<file path="config.mk">
export PLATFORM = sky130hd
export DESIGN_NAME = cdir_home
export DESIGN_NICKNAME = d
export VERILOG_FILES = /design/src/rtl/cdir_pkg.sv /design/src/rtl/cdir_popcnt.sv /design/src/rtl/cdir_prienc.sv /design/src/rtl/cdir_store.sv /design/src/rtl/cdir_home.sv
export SDC_FILE = /design/constraint.sdc
export NUM_CORES = 1
export LEC_CHECK = 0
export ABC_AREA = 0
export CORE_MARGIN = 4
export CORE_UTILIZATION = 45
export CTS_CLUSTER_SIZE = 16
export DETAILED_ROUTE_END_ITERATION = 8
export MAX_ROUTING_LAYER = met4
export RECOVER_POWER = 100
export SYNTH_ARGS = -nofsm -noshare
export SYNTH_HDL_FRONTEND = slang
export SYNTH_SLANG_ARGS = --single-unit
</file>
<file path="constraint.sdc">
create_clock -name clk -period 6.4 [get_ports clk]
set_input_delay 1.28 -clock clk [delete_from_list [all_inputs] [get_ports clk]]
set_output_delay 1.28 -clock clk [all_outputs]
set_load 0.05 [all_outputs]
</file>
<file path="src/rtl/cdir_pkg.sv">
package cdir_pkg;
    typedef enum logic [1:0] {
        ST_UNC = 2'd0,
        ST_SHR = 2'd1,
        ST_DRT = 2'd2
    } dstate_e;

    typedef enum logic [2:0] {
        OP_READ  = 3'd0,
        OP_READX = 3'd1,
        OP_WBACK = 3'd2,
        OP_SHWB  = 3'd3,
        OP_DXFER = 3'd4
    } dop_e;

    typedef enum logic [1:0] {
        K_DATA = 2'd0,
        K_FWD  = 2'd1,
        K_ACK  = 2'd2
    } kind_e;
endpackage

</file>
<file path="src/rtl/cdir_popcnt.sv">
module cdir_popcnt #(
    parameter int N  = 8,
    localparam int NW = $clog2(N + 1)
) (
    input  logic [N-1:0]  vec,
    output logic [NW-1:0] count
);
    always_comb begin
        count = '0;
        for (int i = 0; i < N; i++) begin
            count = count + NW'(vec[i]);
        end
    end
endmodule

</file>
<file path="src/rtl/cdir_prienc.sv">
module cdir_prienc #(
    parameter int N  = 8,
    localparam int CW = $clog2(N)
) (
    input  logic [N-1:0]  vec,
    output logic [CW-1:0] first
);
    // lowest set bit wins; the directory keeps a single bit for a dirty owner
    always_comb begin
        first = '0;
        for (int i = N - 1; i >= 0; i--) begin
            if (vec[i]) first = CW'(i);
        end
    end
endmodule

</file>
<file path="src/rtl/cdir_store.sv">
module cdir_store
    import cdir_pkg::*;
#(
    parameter int N_ENT = 16,
    parameter int N_CL  = 8,
    localparam int IW = $clog2(N_ENT)
) (
    input  logic            clk,
    input  logic            rst_n,
    input  logic [IW-1:0]   rd_idx,
    output logic [1:0]      rd_state,
    output logic [N_CL-1:0] rd_vec,
    input  logic            wr_en,
    input  logic [IW-1:0]   wr_idx,
    input  logic [1:0]      wr_state,
    input  logic [N_CL-1:0] wr_vec
);
    logic [1:0]      st_all  [N_ENT];
    logic [N_CL-1:0] vec_all [N_ENT];

    for (genvar g = 0; g < N_ENT; g++) begin : g_ent
        logic [1:0]      st_d,  st_q;
        logic [N_CL-1:0] vec_d, vec_q;

        always_comb begin
            st_d  = st_q;
            vec_d = vec_q;
            if (wr_en && wr_idx == IW'(g)) begin
                st_d  = wr_state;
                vec_d = wr_vec;
            end
        end

        always_ff @(posedge clk) begin
            if (!rst_n) begin
                st_q  <= ST_UNC;
                vec_q <= '0;
            end else begin
                st_q  <= st_d;
                vec_q <= vec_d;
            end
        end

        assign st_all[g]  = st_q;
        assign vec_all[g] = vec_q;
    end

    assign rd_state = st_all[rd_idx];
    assign rd_vec   = vec_all[rd_idx];

    // a dirty entry names exactly one owner
    p_dirty_one_owner_r4: assert property (@(posedge clk) disable iff (!rst_n)
        (wr_en && wr_state == ST_DRT) |-> $onehot(wr_vec));

    // an uncached entry never keeps presence bits
    p_uncached_empty_r9: assert property (@(posedge clk) disable iff (!rst_n)
        (wr_en && wr_state == ST_UNC) |-> (wr_vec == '0));

    // a shared entry has at least one remote holder
    p_shared_nonempty_r3: assert property (@(posedge clk) disable iff (!rst_n)
        (wr_en && wr_state == ST_SHR) |-> (wr_vec != '0));
endmodule

</file>
<file path="src/rtl/cdir_home.sv">
module cdir_home
    import cdir_pkg::*;
#(
    parameter int N_CL  = 8,
    parameter int N_ENT = 16,
    localparam int CW = $clog2(N_CL),
    localparam int IW = $clog2(N_ENT),
    localparam int NW = $clog2(N_CL + 1)
) (
    input  logic            clk,
    input  logic            rst_n,
    input  logic            req_valid,
    output logic            req_ready,
    input  logic [2:0]      req_op,
    input  logic [CW-1:0]   req_src,
    input  logic            req_local,
    input  logic [CW-1:0]   req_peer,
    input  logic [IW-1:0]   req_idx,
    output logic            out_valid,
    output logic [1:0]      out_kind,
    output logic [CW-1:0]   out_dest,
    output logic            out_home,
    output logic            out_excl,
    output logic [CW-1:0]   out_peer,
    output logic            out_peer_home,
    output logic [NW-1:0]   out_inv_cnt,
    output logic            inv_valid,
    output logic [N_CL-1:0] inv_mask,
    output logic            retry
);
    typedef struct packed {
        logic            ready;
        logic            valid;
        logic [1:0]      kind;
        logic [CW-1:0]   dest;
        logic            home;
        logic            excl;
        logic [CW-1:0]   peer;
        logic            peer_home;
        logic [NW-1:0]   cnt;
        logic            inv_v;
        logic [N_CL-1:0] inv_m;
        logic            retry;
    } outs_t;

    outs_t out_d, out_q;

    logic [1:0]      rd_state;
    logic [N_CL-1:0] rd_vec;
    logic            wr_en;
    logic [1:0]      wr_state;
    logic [N_CL-1:0] wr_vec;
    logic [N_CL-1:0] src_bit, peer_bit, others;
    logic [CW-1:0]   owner;
    logic [NW-1:0]   others_cnt;
    logic            accept;

    cdir_store #(.N_ENT(N_ENT), .N_CL(N_CL)) u_store (
        .clk      (clk),
        .rst_n    (rst_n),
        .rd_idx   (req_idx),
        .rd_state (rd_state),
        .rd_vec   (rd_vec),
        .wr_en    (wr_en),
        .wr_idx   (req_idx),
        .wr_state (wr_state),
        .wr_vec   (wr_vec)
    );

    cdir_prienc #(.N(N_CL)) u_owner (.vec(rd_vec), .first(owner));
    cdir_popcnt #(.N(N_CL)) u_cnt   (.vec(others), .count(others_cnt));

    assign accept   = req_valid && out_q.ready;
    assign src_bit  = N_CL'(1) << req_src;
    assign peer_bit = N_CL'(1) << req_peer;
    // sharers to invalidate: a remote requester keeps its own copy
    assign others   = rd_vec & ~(req_local ? '0 : src_bit);

    always_comb begin
        out_d       = '0;
        out_d.ready = 1'b1;
        wr_en       = 1'b0;
        wr_state    = rd_state;
        wr_vec      = rd_vec;
        if (accept) begin
            case (dop_e'(req_op))
                OP_READ, OP_READX: begin
                    out_d.valid = 1'b1;
                    if (rd_state == ST_DRT) begin
                        out_d.kind      = K_FWD;
                        out_d.dest      = owner;
                        out_d.excl      = (dop_e'(req_op) == OP_READX);
                        out_d.peer      = req_src;
                        out_d.peer_home = req_local;
                        out_d.retry     = req_local;
                    end else begin
                        out_d.kind = K_DATA;
                        out_d.dest = req_src;
                        out_d.home = req_local;
                        wr_en      = 1'b1;
                        if (dop_e'(req_op) == OP_READ) begin
                            if (!req_local) begin
                                wr_state = ST_SHR;
                                wr_vec   = rd_vec | src_bit;
                            end
                        end else begin
                            if (rd_state == ST_SHR) begin
                                out_d.cnt   = others_cnt;
                                out_d.inv_v = (others != '0);
                                out_d.inv_m = others;
                            end
                            wr_state = req_local ? ST_UNC : ST_DRT;
                            wr_vec   = req_local ? '0 : src_bit;
                        end
                    end
                end
                OP_WBACK: begin
                    if (!req_local) begin
                        wr_en    = 1'b1;
                        wr_state = ST_UNC;
                        wr_vec   = '0;
                    end
                end
                OP_SHWB: begin
                    wr_en    = 1'b1;
                    wr_state = ST_SHR;
                    wr_vec   = src_bit | (req_local ? '0 : peer_bit);
                end
                OP_DXFER: begin
                    out_d.valid = 1'b1;
                    out_d.kind  = K_ACK;
                    out_d.dest  = req_peer;
                    out_d.home  = req_local;
                    wr_en       = 1'b1;
                    wr_state    = req_local ? ST_UNC : ST_DRT;
                    wr_vec      = req_local ? '0 : peer_bit;
                end
                default: ;
            endcase
        end
    end

    always_ff @(posedge clk) begin
        if (!rst_n) begin
            out_q <= '0;
        end else begin
            out_q <= out_d;
        end
    end

    assign req_ready     = out_q.ready;
    assign out_valid     = out_q.valid;
    assign out_kind      = out_q.kind;
    assign out_dest      = out_q.dest;
    assign out_home      = out_q.home;
    assign out_excl      = out_q.excl;
    assign out_peer      = out_q.peer;
    assign out_peer_home = out_q.peer_home;
    assign out_inv_cnt   = out_q.cnt;
    assign inv_valid     = out_q.inv_v;
    assign inv_mask      = out_q.inv_m;
    assign retry         = out_q.retry;

    p_ready_after_reset_r1: assert property (@(posedge clk) disable iff (!rst_n)
        1'b1 |=> req_ready);

    p_retry_with_forward_r8: assert property (@(posedge clk) disable iff (!rst_n)
        retry |-> (out_valid && out_kind == K_FWD && out_peer_home));

    p_count_equals_mask_r5: assert property (@(posedge clk) disable iff (!rst_n)
        (out_valid && out_kind == K_DATA) |-> (out_inv_cnt == NW'($countones(inv_mask))));

    p_requester_not_invalidated_r5: assert property (@(posedge clk) disable iff (!rst_n)
        (inv_valid && !out_home) |-> !inv_mask[out_dest]);

    p_invalidate_only_with_data_r7: assert property (@(posedge clk) disable iff (!rst_n)
        inv_valid |-> (out_valid && out_kind == K_DATA));

    p_reply_next_cycle_r11: assert property (@(posedge clk) disable iff (!rst_n)
        (req_valid && req_ready && (req_op == OP_READ || req_op == OP_READX || req_op == OP_DXFER))
        |=> out_valid);

    p_silent_writeback_r11: assert property (@(posedge clk) disable iff (!rst_n)
        (req_valid && req_ready && (req_op == OP_WBACK || req_op == OP_SHWB)) |=> !out_valid);
endmodule

</file>
* Word level (Yosys, flattened, before mapping)
Cells that the tools add are included.
** Storage, ports and cells
- Register bits :: 186
- Input port bits :: 17
- Output and inout bits :: 27
- Word-level logic and storage cells :: 152
** Cells by class
- $add $sub $neg :: 7
- Magnitude comparators :: 1
- Equal/unequal tests :: 21
- Shifts and indexed selects :: 2
- Multiplexer cells :: 44
- Bitwise gates (word level) :: 9
- Reduce and logical (&&, ||, !) cells :: 25
** Operators by type and width (number)
- 2-to-1 mux 8 bit :: 9
- 2-to-1 mux 13 bit :: 3
- binary-select mux 8 bit (select 4 bit) :: 1
- equality test 4 bit (second input constant) :: 8
- case mux 8 bit (4 select lines) :: 1
- 2-to-1 mux 27 bit :: 1
- 2-to-1 mux 26 bit :: 1
- adder 4 x 1 -> 4 bit :: 6
- 2-to-1 mux 3 bit :: 8
- 2-to-1 mux 19 bit :: 1
- logical AND 1 bit :: 17
- equality test 4 x 3 -> 1 bit (second input constant) :: 4
- 2-to-1 mux 2 bit :: 8
- OR 8 bit :: 2
- << shifter 1 x 3 -> 8 bit (first input constant) :: 2
- case mux 7 bit (2 select lines) :: 1
- bitwise AND 8 bit :: 1
- binary-select mux 2 bit (select 4 bit) :: 1
- equality test 4 x 2 -> 1 bit (second input constant) :: 2
- inverter 8 bit :: 1
- case mux 2 bit (4 select lines) :: 1
- nonzero test 8 bit :: 1
- equality test 3 x 2 -> 1 bit (second input constant) :: 2
- OR reduction 6 bit :: 1
- 18 further kinds :: 26

* Depth between registers and ports, before layout
- Word-level depth :: 18
- Mapped depth :: 16
- Mapped depth without buffers :: 12

* Cells and area by module
Synthesis repeated with hierarchy kept, for this count alone.
** Second synthesis, totals
- Cell total of the unflattened synthesis :: 1056
- Area, all modules :: 9400.3 um^2
** Modules (own cells, without submodules)
- cdir_store :: instances 1, cells an instance 846, area each 7717.4 um^2, seq. area each 3203.1 um^2
- cdir_home :: instances 1, cells an instance 177, area each 1420.1 um^2, seq. area each 520.5 um^2
- cdir_popcnt :: instances 1, cells an instance 21, area each 178.9 um^2, seq. area each 0.0 um^2
- cdir_prienc :: instances 1, cells an instance 12, area each 83.8 um^2, seq. area each 0.0 um^2

* Least setup slack after synthesis
No wires, ideal clock.
- Path kind :: input port to flip-flop
- From :: input req_idx[0]
- To :: register out_q (netlist bit out_inv_cnt[2])
- Library setup time :: 0.117 ns
- Arrival time :: 5.130 ns
- Required time :: 6.283 ns
- Path slack :: 1.153 ns
- Stages :: 15
- Buffers on the path :: 4
- Path through :: buf_6 -> buf_4 -> buf_2 -> buf_2 -> mux4_2 -> mux4_2 -> nand2_1 -> ha_1 -> inv_1 -> fa_1 -> fa_1 -> fa_1 -> fa_1 -> xor2_1 -> nor2_1
** Between the ends
- Longest elaborated chain between the ends :: 12
- Elaborated cells between the ends (all ways) :: 19
- Classes of those cells :: add/sub (7); eq/ne (2); mux (6); bitwise (3); reduce/logical (1)
** RTL lines
- start, declared :: line cdir_home.sv:18 : input logic [IW-1:0] req_idx,
- inverter 4 -> 5 bit (implied by the code) (*) :: line cdir_store.sv:48, cdir_store.sv:49
- binary-select mux 8 bit (select 4 bit) :: line cdir_store.sv:49 : assign rd_vec = vec_all[rd_idx];
- 2-to-1 mux 8 bit (implied by the code) (2 in series) :: line cdir_store.sv:49
- bitwise AND 8 bit :: line cdir_home.sv:77 : assign others = rd_vec & ~(req_local ? '0 : src_bit);
- adder 1 x 1 -> 2 bit :: line cdir_popcnt.sv:11 : count = count + NW'(vec[i]);
- adder 4 x 1 -> 4 bit (6 in series) :: line cdir_popcnt.sv:11
- end signal, assigned :: line cdir_home.sv:147 : out_q <= out_d;
- end, declared :: line cdir_home.sv:46 : outs_t out_d, out_q;
Every way passes the cells marked *; elsewhere a longest branch is shown, timed or not. The select of a mux whose other input is x is not followed.
A chain may end at the register's enable or synchronous reset.

* Final worst setup path
Same ends and word-level chain as after synthesis.

==> summary.md <==
| Metric | Value |
|---|---|
| HP Class | `register to register` |
| Setup bufs post-CTS | `0` |
| DRC viols | `0` |
| WL/cell | `roughly 20 um` |
| Via count | `between 6000 and 7000` |
| Final nets | `861` |
| Worst slack at placement | `around 660 ps` |
| Final worst-path setup slack | `between 800 and 900 ps` |
| Most frequent cell after synthesis | `dfxtp_1` |
| Drt initial violations | `roughly 550` |
| Die H | `143 um` |
| Final Max Tran Viols | `45` |
| Initial Utilization | `between 40% and 50%` |
| CP arrival | `between 5000 and 6000 ps` |
| Crit path required time | `about 6700 ps` |
| Flops & latches, synth | `~190` |
| Fin util | `51.8%` |
| Inserted Diodes | `0` |
| Nature of the critical path endpoint | `register` |
| DP HPWL | `around 14 mm` |
| Slowest stage delay, CP | `720 ps` |
| CP max-delay cell | `clkbuf_1` |
| Post-synth top area share | `between 40% and 50%` |
| RSZ-0062 raised after global routing | `no` |
| Clock Latency Late Sink | `around 430 ps` |
| Crit-path most repeated cell | `fa_1` |
| Run status | `finished, violations left` |
| Cell Pwr Density | `262 mW/mm2` |
| Fin crit period | `~5500 ps` |
| Vias in the first global route | `between 6000 and 7000` |
| Post-synth top cells | `dfxtp_1 (186), a21oi_1 (142), o21ai_0 (138), nand2_1 (47), mux4_2 (46)` |
| First drt pass iteration count | `5` |
| Die ar. | `approximately 0.020 mm2` |
| Port bufs | `43` |
| Ports | `44` |
| Max-cap violations | `1` |
| CTS H-tree depth | `4` |
| Number of buffers inserted by hold repair at cts | `0` |
| Synthesized cell area | `0.00818 mm2` |
| Root Buffer | `clkbuf_16` |
| Critical path startpoint category | `primary input` |
| Fmax | `approximately 180 MHz` |
| All-Layer GR Usage | `a little over a fifth` |
| Critical path class | `primary input to register` |
| Worst-Margin Slew | `between 1500 and 2000 ps` |
| VDD IR max | `a little over 0.0002 V` |
| Leak | `3.50 nW` |
| Yosys warnings | `0` |
| First-pass GRT wire length | `33.9 mm` |
| Area contributors post-synth | `dfxtp_1 (46%), mux4_2 (13%), a21oi_1 (8.7%)` |
| Clk_skew | `between 10 and 15 ps` |
| Largest fanout on the critical path | `26` |
| Synth Net Count | `~850` |
| CTS tree | `built` |
| CTS sink cnt | `186` |
| Die width | `~140 um` |
| Crit-path cells | `buf_2 -> clkbuf_1 -> mux4_2 -> a22o_1 -> a221oi_1 -> inv_1 -> o21ai_0 -> fa_1 -> fa_1 -> fa_1 -> xor2_1 -> nor2_1` |
| Post-synth EDFFs | `0` |
| Cell accounting for the most synthesized area | `dfxtp_1` |
| Clk slew on worst S/H paths | `60 ps` |
| Final wirelength | `21.2 mm` |
| Largest net degree at the start of global routing | `roughly 120` |
| CTS Buf Count | `17` |
| Synth Instances | `about 830` |
| Syn avg cell area | `approximately 10 um2` |
| Final period util | `between 80% and 90%` |
| Share of cells above drive strength 1 | `13.9%` |
| Post-CTS sizing | `0` |
| Post-synthesis sequential area ratio | `between 40% and 50%` |
| FFs w/ async S/R, synth | `0%` |
| Placement Rows | `between 40 and 50` |
| Core area | `~0.018 mm2` |
| Setup violators final | `0` |
| Failing checks | `capacitance limit, slew limit` |
| Antenna viol nets, final | `0` |
| GPL Wtd Cong | `0.947` |
| Maximum clock insertion buffer count | `2` |
| Area delta synth->final | `13.4%` |
| Initial antenna violation count | `0` |
| Headroom to the max-slew limit | `-10.6%` |
| Post-route setup TNS | `0 ps` |
| Top FF cell, synth | `dfxtp_1` |
| Synth unique cells | `50` |
| Hold Violations, Final | `0` |
| DR vias/cell | `just over 6` |
| Total grt overflow | `0` |
==> critical path: cells and delay by family <==
kind	cells	cell delay [ps]
AOI/OAI and AO/OA	3	880
xor gates and xnor gates	1	140
adders and majority gates	3	1300
buffers and inverters	3	1560
muxes	1	610
and+or+nand+nor	1	50
==> layout by cell type, fill, tap and decap left out, drive strengths merged, types with 2 or more instances in the layout <==
master           n
o31ai            2
mux2i           17
ha               4
xor2             2
o21ai          139
fa               4
dlygate4sd3     27
clkbuf          27
and3             4
inv             16
a32oi            2
nand3           20
a21oi          158
a22o             3
clkinvlp         3
nand4            5
bufinv           4
nor3             5
mux4            46
o211a           15
dfxtp          186
or2              3
nor2b            8
a31oi            2
o2111ai          2
nand2           47
nor3b            2
buf             15
clkdlybuf4s50   13
a22oi            5
nor2            32
and2             8
nand2b           4
a221oi           7
==> worst paths after layout <==
path | end | cells after the start | slack, ps | from
min reg2reg | u_store.g_ent[14].vec_q[1]$_SDFFE_PN0P_ | 2 | 460 | u_store.g_ent[14].vec_q[1]$_SDFFE_PN0P_
min | u_store.g_ent[14].vec_q[1]$_SDFFE_PN0P_ | 2 | 460 | u_store.g_ent[14].vec_q[1]$_SDFFE_PN0P_
max reg2reg | out_inv_cnt[2]$_SDFF_PP0_ | 11 | 2560 | u_store.g_ent[11].vec_q[0]$_SDFFE_PN0P_
max | out_inv_cnt[2]$_SDFF_PP0_ | 12 | 850 | req_idx[0]
==> metal layers <==
metal  global-route usage (%)  wire, um
met1                     29.3      9710
met4                     7.60       420
met3                     3.45      1210
met2                     33.2      9810
met5                        -         0
==> where the power goes <==
part | internal [W] | leakage [nW] | switching [W]
sequential | 0.00116 | 1.50 | 0.00000292
clock | 0.000698 | 0.308 | 0.000445
combinational | 0.0000395 | 1.69 | 0.0000822
total | 0.00190 | 3.50 | 0.000530
==> registers in the layout, indices dropped and copies added, names as in the netlist <==
| signal | cells |
|---|---|
| u_store.g_ent.vec_q | 128 |
| u_store.g_ent.st_q | 32 |
| inv_mask | 8 |
| out_inv_cnt | 4 |
| out_dest | 3 |
| out_peer | 3 |
| out_kind | 2 |
| inv_valid | 1 |
| out_excl | 1 |
| out_home | 1 |
| out_valid | 1 |
| req_ready | 1 |
| retry | 1 |
==> area by class of cell <==
class,instances,area [um2]
repair buffers,59,527
multi-input cells,557,4040
clock inverters,9,159
flip-flops and latches,186,3720
fillers,1604,8630
inverters,15,56.3
clock buffers,23,488
well taps,229,287
==> logic make-up (layout without fill, tap and decap cells) <==
| family | Yosys count | after routing | synth area share (%) |
|---|---|---|---|
| AO/OA/AOI/OAI | 343 | 343 | 25.0 |
| XOR/XNOR | 2 | 2 | 0.214 |
| adder cells (fa/ha/maj) | 8 | 8 | 1.59 |
| buffers and inverters | 84 | 106 | 4.88 |
| flip-flops | 186 | 186 | 45.5 |
| multiplexers | 63 | 63 | 14.7 |
| AND/OR/NAND/NOR | 141 | 141 | 8.09 |
==> per-stage QoR <==
step           cell area (um2)  std cells  hold slack [ps]  power [W]
6_report                  9280       1078              462    0.00243
2_1_floorplan             8180        827              432    0.00128
3_3_place_gp              8670       1046              440    0.00131
5_1_grt                   9280       1078              483    0.00250
3_5_place_dp              8670       1046              447    0.00131
4_1_cts                   9320       1078              463    0.00244
Note: power is estimated with default switching activity, not from simulation.
